<file path="src/rtl/cfg_hdr_pkg.sv">
package cfg_hdr_pkg;

    localparam int         SIG_BYTES  = 13;
    localparam int         NUM_FIELDS = 4;
    localparam logic [7:0] LEN_TAG    = 8'h65;

    localparam logic [1:0] ERR_NONE = 2'd0;
    localparam logic [1:0] ERR_SIG  = 2'd1;
    localparam logic [1:0] ERR_SIZE = 2'd2;
    localparam logic [1:0] ERR_TAG  = 2'd3;

    typedef enum logic [3:0] {
        ST_SIG,
        ST_FTAG,
        ST_FLEN_HI,
        ST_FLEN_LO,
        ST_FBODY,
        ST_LTAG,
        ST_PLEN,
        ST_PAYLOAD,
        ST_DONE,
        ST_ERR_SIG,
        ST_ERR_SIZE,
        ST_ERR_TAG
    } parse_state_t;

    // Expected signature byte at a given position of the image.
    function automatic logic [7:0] sig_byte(input logic [3:0] idx);
        logic [7:0] b;
        case (idx)
            4'd0:    b = 8'h00;
            4'd1:    b = 8'h09;
            4'd2:    b = 8'h0F;
            4'd3:    b = 8'hF0;
            4'd4:    b = 8'h0F;
            4'd5:    b = 8'hF0;
            4'd6:    b = 8'h0F;
            4'd7:    b = 8'hF0;
            4'd8:    b = 8'h0F;
            4'd9:    b = 8'hF0;
            4'd10:   b = 8'h00;
            4'd11:   b = 8'h00;
            4'd12:   b = 8'h01;
            default: b = 8'h00;
        endcase
        return b;
    endfunction

endpackage

</file>
<file path="src/rtl/cfg_hdr_fieldbuf.sv">
module cfg_hdr_fieldbuf #(
    parameter int BUF_BYTES  = 64,
    parameter int NUM_FIELDS = 4,
    localparam int ADDR_W = $clog2(BUF_BYTES),
    localparam int CNT_W  = $clog2(BUF_BYTES + 1),
    localparam int SEL_W  = (NUM_FIELDS > 1) ? $clog2(NUM_FIELDS) : 1
)(
    input  logic              clk,
    input  logic              rst_n,
    input  logic              clear,
    input  logic              wr_en,
    input  logic [SEL_W-1:0]  wr_sel,
    input  logic [7:0]        wr_data,
    input  logic [SEL_W-1:0]  rd_sel,
    input  logic [ADDR_W-1:0] rd_addr,
    output logic [7:0]        rd_data
);

    localparam logic [CNT_W-1:0] FILL_MAX = CNT_W'(BUF_BYTES - 1);

    logic [7:0] rd_bytes [NUM_FIELDS];

    for (genvar g = 0; g < NUM_FIELDS; g++) begin : g_field
        logic [7:0]       mem [BUF_BYTES];
        logic [CNT_W-1:0] fill;
        logic             hit;

        // One slot is always kept free, so the string stays terminated.
        assign hit = wr_en && (wr_sel == SEL_W'(g)) && (fill < FILL_MAX);

        always_ff @(posedge clk or negedge rst_n) begin
            if (!rst_n) begin
                fill <= '0;
            end else if (clear) begin
                fill <= '0;
            end else if (hit) begin
                fill <= fill + CNT_W'(1);
            end
        end

        always_ff @(posedge clk) begin
            if (hit && !clear) begin
                mem[fill[ADDR_W-1:0]] <= wr_data;
            end
        end

        // Anything past the filled part reads as the terminator.
        assign rd_bytes[g] = (CNT_W'(rd_addr) < fill) ? mem[rd_addr] : 8'h00;
    end

    assign rd_data = rd_bytes[rd_sel];

endmodule

</file>
<file path="src/rtl/cfg_hdr_paylen.sv">
module cfg_hdr_paylen #(
    parameter int LEN_BYTES = 4,
    localparam int LEN_W = 8 * LEN_BYTES
)(
    input  logic             clk,
    input  logic             rst_n,
    input  logic             clear,
    input  logic             shift_en,
    input  logic [7:0]       shift_byte,
    input  logic             take_en,
    output logic [LEN_W-1:0] plen,
    output logic             zero_next,
    output logic             last
);

    logic [LEN_W-1:0] taken;
    logic [LEN_W-1:0] plen_shifted;

    assign plen_shifted = {plen[LEN_W-9:0], shift_byte};

    always_ff @(posedge clk or negedge rst_n) begin
        if (!rst_n) begin
            plen <= '0;
        end else if (clear) begin
            plen <= '0;
        end else if (shift_en) begin
            plen <= plen_shifted;
        end
    end

    always_ff @(posedge clk or negedge rst_n) begin
        if (!rst_n) begin
            taken <= '0;
        end else if (clear) begin
            taken <= '0;
        end else if (take_en) begin
            taken <= taken + LEN_W'(1);
        end
    end

    assign zero_next = (plen_shifted == '0);
    assign last      = (taken == (plen - LEN_W'(1)));

endmodule

</file>
<file path="src/rtl/cfg_hdr_fsm.sv">
module cfg_hdr_fsm
    import cfg_hdr_pkg::*;
#(
    parameter int BUF_BYTES = 64,
    parameter int LEN_BYTES = 4,
    localparam int PIDX_W = (LEN_BYTES > 1) ? $clog2(LEN_BYTES) : 1,
    localparam int SEL_W  = $clog2(NUM_FIELDS)
)(
    input  logic             clk,
    input  logic             rst_n,
    input  logic             restart,
    input  logic             in_valid,
    input  logic [7:0]       in_data,
    input  logic             out_ready,
    input  logic             plen_zero_next,
    input  logic             pay_last,
    output logic             in_ready,
    output logic             out_valid,
    output logic             fld_we,
    output logic [SEL_W-1:0] fld_sel,
    output logic             plen_shift,
    output logic             pay_take,
    output logic [1:0]       err_code,
    output logic             len_valid,
    output logic             payload_active,
    output logic             done
);

    localparam logic [16:0] CAP = 17'(BUF_BYTES);

    parse_state_t      state, state_nx;
    logic [3:0]        sig_idx;
    logic [SEL_W-1:0]  fld_idx;
    logic [7:0]        len_hi;
    logic [15:0]       body_left;
    logic [PIDX_W-1:0] plen_idx;

    logic        accept;
    logic [15:0] field_len;
    logic        oversize;
    logic        last_field;
    logic        field_end;

    assign accept     = in_valid && in_ready;
    assign field_len  = {len_hi, in_data};
    assign oversize   = ({1'b0, field_len} >= CAP);
    assign last_field = (fld_idx == SEL_W'(NUM_FIELDS - 1));
    assign field_end  = accept &&
        (((state == ST_FLEN_LO) && !oversize && (field_len == 16'd0)) ||
         ((state == ST_FBODY) && (body_left == 16'd1)));

    // State register
    always_ff @(posedge clk or negedge rst_n) begin
        if (!rst_n) begin
            state <= ST_SIG;
        end else if (restart) begin
            state <= ST_SIG;
        end else begin
            state <= state_nx;
        end
    end

    // Next-state decision
    always_comb begin
        state_nx = state;
        unique case (state)
            ST_SIG: begin
                if (accept) begin
                    if (in_data != sig_byte(sig_idx)) begin
                        state_nx = ST_ERR_SIG;
                    end else if (sig_idx == 4'(SIG_BYTES - 1)) begin
                        state_nx = ST_FTAG;
                    end
                end
            end
            ST_FTAG: begin
                if (accept) state_nx = ST_FLEN_HI;
            end
            ST_FLEN_HI: begin
                if (accept) state_nx = ST_FLEN_LO;
            end
            ST_FLEN_LO: begin
                if (accept) begin
                    if (oversize) begin
                        state_nx = ST_ERR_SIZE;
                    end else if (field_len == 16'd0) begin
                        state_nx = last_field ? ST_LTAG : ST_FTAG;
                    end else begin
                        state_nx = ST_FBODY;
                    end
                end
            end
            ST_FBODY: begin
                if (field_end) state_nx = last_field ? ST_LTAG : ST_FTAG;
            end
            ST_LTAG: begin
                if (accept) state_nx = (in_data == LEN_TAG) ? ST_PLEN : ST_ERR_TAG;
            end
            ST_PLEN: begin
                if (accept && (plen_idx == PIDX_W'(LEN_BYTES - 1))) begin
                    state_nx = plen_zero_next ? ST_DONE : ST_PAYLOAD;
                end
            end
            ST_PAYLOAD: begin
                if (accept && pay_last) state_nx = ST_DONE;
            end
            ST_DONE, ST_ERR_SIG, ST_ERR_SIZE, ST_ERR_TAG: begin
                state_nx = state;
            end
            default: state_nx = ST_SIG;
        endcase
    end

    // Position counters of the header walk
    always_ff @(posedge clk or negedge rst_n) begin
        if (!rst_n) begin
            sig_idx   <= '0;
            fld_idx   <= '0;
            len_hi    <= '0;
            body_left <= '0;
            plen_idx  <= '0;
        end else if (restart) begin
            sig_idx   <= '0;
            fld_idx   <= '0;
            len_hi    <= '0;
            body_left <= '0;
            plen_idx  <= '0;
        end else begin
            if (accept && (state == ST_SIG)) sig_idx <= sig_idx + 4'd1;
            if (accept && (state == ST_FLEN_HI)) len_hi <= in_data;
            if (accept && (state == ST_FLEN_LO)) body_left <= field_len;
            if (accept && (state == ST_FBODY)) body_left <= body_left - 16'd1;
            if (accept && (state == ST_PLEN)) plen_idx <= plen_idx + PIDX_W'(1);
            if (field_end && !last_field) fld_idx <= fld_idx + SEL_W'(1);
        end
    end

    // Outputs decoded from the state
    always_comb begin
        in_ready       = 1'b1;
        out_valid      = 1'b0;
        err_code       = ERR_NONE;
        len_valid      = 1'b0;
        payload_active = 1'b0;
        done           = 1'b0;
        unique case (state)
            ST_PAYLOAD: begin
                in_ready       = out_ready;
                out_valid      = in_valid;
                len_valid      = 1'b1;
                payload_active = 1'b1;
            end
            ST_DONE: begin
                len_valid = 1'b1;
                done      = 1'b1;
            end
            ST_ERR_SIG:  err_code = ERR_SIG;
            ST_ERR_SIZE: err_code = ERR_SIZE;
            ST_ERR_TAG:  err_code = ERR_TAG;
            default: begin
                in_ready = 1'b1;
            end
        endcase
    end

    assign fld_we     = accept && (state == ST_FBODY);
    assign fld_sel    = fld_idx;
    assign plen_shift = accept && (state == ST_PLEN);
    assign pay_take   = accept && (state == ST_PAYLOAD);

endmodule

</file>
<file path="src/rtl/cfg_hdr_parser.sv">
module cfg_hdr_parser
    import cfg_hdr_pkg::*;
#(
    parameter int BUF_BYTES = 64,
    localparam int ADDR_W = $clog2(BUF_BYTES)
)(
    input  logic              clk,
    input  logic              rst_n,
    input  logic              restart,
    input  logic              in_valid,
    input  logic [7:0]        in_data,
    output logic              in_ready,
    output logic              out_valid,
    output logic [7:0]        out_data,
    input  logic              out_ready,
    output logic [31:0]       payload_len,
    output logic              len_valid,
    output logic              payload_active,
    output logic              done,
    output logic [1:0]        err_code,
    input  logic [1:0]        rd_sel,
    input  logic [ADDR_W-1:0] rd_addr,
    output logic [7:0]        rd_data
);

    localparam int LEN_BYTES = 4;

    logic       fld_we;
    logic [1:0] fld_sel;
    logic       plen_shift;
    logic       pay_take;
    logic       plen_zero_next;
    logic       pay_last;

    cfg_hdr_fsm #(
        .BUF_BYTES (BUF_BYTES),
        .LEN_BYTES (LEN_BYTES)
    ) u_fsm (
        .clk            (clk),
        .rst_n          (rst_n),
        .restart        (restart),
        .in_valid       (in_valid),
        .in_data        (in_data),
        .out_ready      (out_ready),
        .plen_zero_next (plen_zero_next),
        .pay_last       (pay_last),
        .in_ready       (in_ready),
        .out_valid      (out_valid),
        .fld_we         (fld_we),
        .fld_sel        (fld_sel),
        .plen_shift     (plen_shift),
        .pay_take       (pay_take),
        .err_code       (err_code),
        .len_valid      (len_valid),
        .payload_active (payload_active),
        .done           (done)
    );

    cfg_hdr_fieldbuf #(
        .BUF_BYTES  (BUF_BYTES),
        .NUM_FIELDS (NUM_FIELDS)
    ) u_fields (
        .clk     (clk),
        .rst_n   (rst_n),
        .clear   (restart),
        .wr_en   (fld_we),
        .wr_sel  (fld_sel),
        .wr_data (in_data),
        .rd_sel  (rd_sel),
        .rd_addr (rd_addr),
        .rd_data (rd_data)
    );

    cfg_hdr_paylen #(
        .LEN_BYTES (LEN_BYTES)
    ) u_len (
        .clk        (clk),
        .rst_n      (rst_n),
        .clear      (restart),
        .shift_en   (plen_shift),
        .shift_byte (in_data),
        .take_en    (pay_take),
        .plen       (payload_len),
        .zero_next  (plen_zero_next),
        .last       (pay_last)
    );

    assign out_data = in_data;

endmodule

</file>
<file path="config.mk">
export PLATFORM = sky130hd
export DESIGN_NAME = cfg_hdr_parser
export DESIGN_NICKNAME = d
export VERILOG_FILES = /design/src/rtl/cfg_hdr_pkg.sv /design/src/rtl/cfg_hdr_fieldbuf.sv /design/src/rtl/cfg_hdr_paylen.sv /design/src/rtl/cfg_hdr_fsm.sv /design/src/rtl/cfg_hdr_parser.sv
export SDC_FILE = /design/constraint.sdc
export NUM_CORES = 2
export LEC_CHECK = 0
export BUFFER_PORTS_ARGS = -buffer_cell sky130_fd_sc_hd__buf_2
export CAP_MARGIN = 20
export CORE_ASPECT_RATIO = 0.75
export CORE_UTILIZATION = 29
export DETAILED_ROUTE_END_ITERATION = 8
export GPL_TIMING_DRIVEN = 1
export PLACE_DENSITY = 0.46
export SETUP_SLACK_MARGIN = 0.02
export SYNTH_ARGS = -nofsm -noshare
export SYNTH_HDL_FRONTEND = slang
export SYNTH_SLANG_ARGS = --single-unit
</file>
<file path="constraint.sdc">
create_clock -name clk -period 10 [get_ports clk]
set_input_delay 1 -clock clk [delete_from_list [all_inputs] [get_ports clk]]
set_output_delay 1 -clock clk [all_outputs]
set_load 0.01 [all_outputs]
</file>
# [Word-level counts from Yosys, hierarchy flattened]
# Memory sizes are Yosys's and may differ from the RTL's.
# Cells that the tools add are included.
[classes] add_sub_neg=10 n_mul=0 div_mod_pow=0 magnitude_cmp=10 eq_ne=30 shift=0 n_mux=63 bitwise=1 reduce_logical=47
[op_table] op="$mux 32" count=4
[op_table] op="$mux 8" count=10
[op_table] op="$mux 4" count=17
[op_table] op="$mux 7" count=8
[op_table] op="$mux 16" count=3
[op_table] op="$pmux 4 s9" count=1
[op_table] op="$add 32x1->32 const B" count=1
[op_table] op="$eq 32x32->1" count=1
[op_table] op="$logic_not 32->1" count=1
[op_table] op="$sub 32x1->32 const B" count=1
[op_table] op="$add 7x1->7 const B" count=4
[op_table] op="$lt 6x7->1" count=4
[op_table] op="$lt 7x6->1 const B" count=4
[op_table] op="$logic_and 1x1->1" count=26
[op_table] op="$ne 3x2->1 const B" count=8
[op_table] op="$eq 4x4->1 const B" count=5
[op_table] op="$reduce_bool 2->1" count=9
[op_table] op="$bmux 8 s2" count=1
[op_table] op="$eq 16x1->1 const B" count=1
[op_table] op="$eq 4x3->1 const B" count=4
[op_table] op="$ge 16x7->1 const B" count=1
[op_table] op="$logic_not 16->1" count=1
[op_table] op="$sub 16x1->16 const B" count=1
[op_table] op="$mux 1" count=13
[op_table] op="23 further kinds" count=32
[totals] reg_bits=128 latch_bits=0 ram_bits=2048 romBits=128 output_inout_bits=55 wordCells=178 mem_count=5
[mem_list] name="u_fields.g_field[0].mem" words=64 word_bits=8 rd=1 rd_ports_with_merged_regs=0 write_ports=1 line="cfg_hdr_fieldbuf.sv:24" source="logic [7:0] mem [BUF_BYTES];"
[mem_list] name="u_fields.g_field[1].mem" words=64 word_bits=8 rd=1 rd_ports_with_merged_regs=0 write_ports=1 line="cfg_hdr_fieldbuf.sv:24"
[mem_list] name="u_fields.g_field[2].mem" words=64 word_bits=8 rd=1 rd_ports_with_merged_regs=0 write_ports=1 line="cfg_hdr_fieldbuf.sv:24"
[mem_list] name="u_fields.g_field[3].mem" words=64 word_bits=8 rd=1 rd_ports_with_merged_regs=0 write_ports=1 line="cfg_hdr_fieldbuf.sv:24"
[mem_list] name="(no name shown)" words=16 word_bits=8 rd=1 rd_ports_with_merged_regs=0 write_ports=0 line="cfg_hdr_pkg.sv:30" source="case (idx)"

# [Longest topological paths before layout]
[depth] ltp_word=10 mapped_depth=12 depth_no_buf=10

# [Hierarchy]
# From an unflattened synthesis, not the netlist that was laid out.
[hier_totals] cells_unflattened=4766 hier_area_um2=87960.6
[by_module_without_submodules] module="cfg_hdr_fieldbuf" n_inst=1 cells_each=4030 area_each_um2=81434.4
[by_module_without_submodules] module="cfg_hdr_paylen" n_inst=1 cells_each=420 area_each_um2=3940.0
[by_module_without_submodules] module="cfg_hdr_fsm" n_inst=1 cells_each=308 area_each_um2=2526.2
[by_module_without_submodules] module="cfg_hdr_parser" n_inst=1 cells_each=8 area_each_um2=60.1

# [Worst setup path after synthesis]
# OpenSTA, ideal clock, no wires.
[synth_path] path_kind="in2out" startpoint="input port rd_addr[0]" endpoint="output port rd_data[3]" arrival_ns=3.842 t_required_ns=9.000 setup_slack_ns=5.158 path_stages=10 path_buffers=4 cell_sequence="buf_2 -> buf_2 -> buf_2 -> buf_1 -> mux4_2 -> mux4_2 -> a22oi_1 -> nand2_1 -> a32oi_1 -> nand2_1"
[synth_between] elab_chain_len=5
[synth_rtl] item="start, declared" line="cfg_hdr_parser.sv:22" source="input logic [ADDR_W-1:0] rd_addr,"
[synth_rtl] item="$mem_v2 64x8 or $lt 6x7->1 (tied branches)"
[synth_rtl] item="$mux 8" line="cfg_hdr_fieldbuf.sv:48" source="assign rd_bytes[g] = (CNT_W'(rd_addr) < fill) ? mem[rd_addr] : 8'h00;"
[synth_rtl] item="$bmux 8 s2 (*)" line="cfg_hdr_fieldbuf.sv:51" source="assign rd_data = rd_bytes[rd_sel];"
[synth_rtl] item="$mux 8 (implied by the code) (*) (2 in a row)" line="cfg_hdr_fieldbuf.sv:51"
[synth_rtl] item="end, declared" line="cfg_hdr_parser.sv:23" source="output logic [7:0] rd_data"
# Every way passes the cells marked *; elsewhere a longest branch is shown, timed or not. The select of a mux whose other input is x is not followed.

# [Worst setup path in the final report]
[layout_path] startpoint="input port rd_addr[0]" endpoint="output port rd_data[5]"
# Same word-level chain as after synthesis.

==> run_results.csv <==
group,metric,value,unit
cts,clockBufferDepth,4,
cts,tritoncts,"built",
drt,postRouteAntennaNets,0,
global_routing,gr-total-overflow,0,
global_routing,grt_pass1_vias,43600,
sta,fin_hold_ws,0.195,ns
power,p_sw_frac,0.218,
cts,cts_resized,0,
power,comb_power_share,0.049,
cts,ctsHoldBuffers,0,
sta,max_freq,150,MHz
power,vdd_drop_max,0.000138,V
cts,path_clk_slew,0.06,ns
drt,drt_first_pass_iters,8,
yosys,synth_area_leaders,"edfxtp_1, mux4_2, dfrtp_1, nor2_1, nand2_1",
yosys,async_flop_share,0.0588,
floorplan,ios,76,
setup_path,endpoint_kind,"output pin",
sta,setup_violations,0,
yosys,synth_top_area_frac,0.705,
sta,slew_viol_final,0,
cts,h-tree-depth,4,
cells_and_area,final_net_count,4632,
global_routing,grt_max_degree,151,
sta,fin_crit_sh,0.665,
place,place.gp.congestion,0.789,
sta,rsz0062_at_grt,"no",
sta,clock_skew,0.0498,ns
setup_path,crit_required,9.00,ns
drt,wirelength,238000,um
power,clkPwrFrac,0.433,
floorplan,fp.dieW,635,um
cts,numCtsBuffers,223,
power,power.total,0.0193,W
run,cap_violations,0,
hold_path,hold_class,"in -> async",
global_routing,grtUsageTotal,0.154,
sta,tightest_slew,1.13,ns
drt,viasPerCell,5.00,
cells_and_area,fin_cells,8686,
setup_path,worst-setup-path-type,"in -> out",
yosys,synth_edf_count,2048,
setup_path,timing.rr.start,"u_fsm.state[2]",
yosys,yosysWarnings,0,
setup_path,cp-start-kind,"input port",
floorplan,initial_core_util,0.293,
power,seqPwrFrac,0.518,
sta,fin_tns_setup,0,ns
setup_path,worstPathMaxFanout,80,
cts,postCtsSetupBuffers,0,
sta,period_needed,6.65,ns
floorplan,rows,173,
floorplan,fp.dieArea,303000,um2
sta,finalHoldViolCount,0,
cells_and_area,final_util,0.336,
yosys,yosysTopAreaCell,"edfxtp_1",
yosys,synth-seq-cells,2176,
yosys,synth_common_cells,"edfxtp_1, mux4_2, nor2_1",
global_routing,antenna_found_initial,15,
floorplan,core_area,298000,um2
cells_and_area,area_growth,14.7,%
yosys,synth_ff_type,"edfxtp_1",
yosys,ys_types,74,
place,numPortBuffers,75,
setup_path,arrival,5.65,ns
cells_and_area,drive_above_1_share,0.243,
setup_path,ff2ff_path_depth,9,
yosys,ys_seq_area_frac,0.742,
place,hpwl,146000,um
cts,root_buffer,"clkbuf_16",
power,powerDensity,193,nW/um2
drt,drc,0,
yosys,avgSynthCellArea,19.9,um2
floorplan,die_h,477,um
power,p_int,0.0151,W
global_routing,grt_pass1_wl,339000,um
setup_path,worstReg2RegEnd,"u_fields.g_field[3].mem[28][5]",
setup_path,r2r_setup_slack,5.90,ns
status,status,"complete, no violations",
place,placedCellCount,8272,
drt,drt_iter0_markers,4500,
power,p_sw,0.00420,W
cts,insertion_delay,0.88,ns
drt,via_count,43400,
sta,relSlewSlack,0.242,
yosys,netlist_instances,4375,
yosys,synth_area,87200,um2
cts,clkSinkCount,2176,
yosys,synth.most_common_cell,"edfxtp_1",
drt,routedWlPerCell,27.4,um
power,p_leak,31.3,nW
[metal layers]
layer | GRT usage | up-vias | share of wire
met4 | 0.0283 | 2 | 0.017
met2 | 0.225 | 1092 | 0.44
met1 | 0.243 | 23800 | 0.50
met3 | 0.0237 | 261 | 0.049
li1 | - | 18300 | -
met5 | 0 | - | 0.000055
[worst max-delay path: stages]
cell and delay, ns:
buf_8 0.60, buf_12 0.51, mux4_2 0.61, mux4_2 0.47
o22ai_1 0.39, nor3_1 0.12, a221oi_1 0.43, nor2_1 0.16
or4b_2 0.78, buf_2 0.20
[how the worst max path moves through the flow]
stage,from,end,slack (ns),depth (start not counted)
floorplan,rd_addr[0],rd_data[3],5.16,10
global placement,rd_addr[0],rd_data[2],3.00,9
detailed placement,rd_addr[0],rd_data[5],3.30,10
CTS,rd_addr[0],rd_data[5],3.30,10
global route,rd_addr[0],rd_data[5],3.11,10
finish,rd_addr[0],rd_data[5],3.35,10
[stage by stage]
stage,setup slack [ns],area [um2]
after global placement,3.00,92500
after floorplan,5.16,87300
after global routing,3.11,100000
final,3.35,100000
after CTS,3.30,99800
after detailed placement,3.30,92700
[area by class of cell]
cell class | count | area [um2]
inverters | 47 | 176
diodes | 4 | 10.0
clock inverters | 131 | 1340
flip-flops and latches | 2176 | 64700
repair buffers | 184 | 1620
multi-input cells | 1942 | 21400
well taps | 3937 | 4930
clock buffers | 265 | 5800
fillers | 28000 | 198000
[sequential cells by signal (all words and copies together) (netlist names)]
name	cells
u_fields.g_field.fill	28
u_fields.g_field.mem	2048
u_fsm.body_left	16
u_fsm.fld_sel	2
u_fsm.len_hi	8
u_fsm.plen_idx	2
u_fsm.sig_idx	4
u_fsm.state	4
u_len.plen	32
u_len.taken	32
[kinds of logic after synthesis]
group           synth area share
mux                        0.167
other cells            0.0000430
simple gates              0.0419
xor+xnor                 0.00874
buf+inv                   0.0137
fa+ha+maj                0.00531
flops                      0.742
compound gates            0.0215
[cells in the final DEF, fill, tap and decap left out, types with 27 or more instances in the layout]
master and instances:
nor2_1 409, clkbuf_16 226, o21ai_0 48, or3_1 27, nand3_1 50, ha_1 37, a21oi_1 81, edfxtp_1 2048
dfrtp_1 128, conb_1 32, xnor2_1 44, mux2i_1 45, clkinv_1 41, a22oi_1 38, nor3_1 34, mux4_2 623
buf_2 60, xor2_1 43, inv_1 44, clkbuf_1 39, nand2_1 175, buf_4 73, clkinv_2 38
[power groups by stage]
stage                     clock network [W]  registers [W]  logic [W]
after floorplan                           0         0.0102   0.000496
after global placement                    0         0.0102   0.000958
after detailed placement                  0         0.0102   0.000962
after CTS                           0.00855        0.00999   0.000964
after global routing                0.00887        0.00999    0.00100
final                               0.00835        0.00999   0.000942
(Power assumes the default switching activity.)
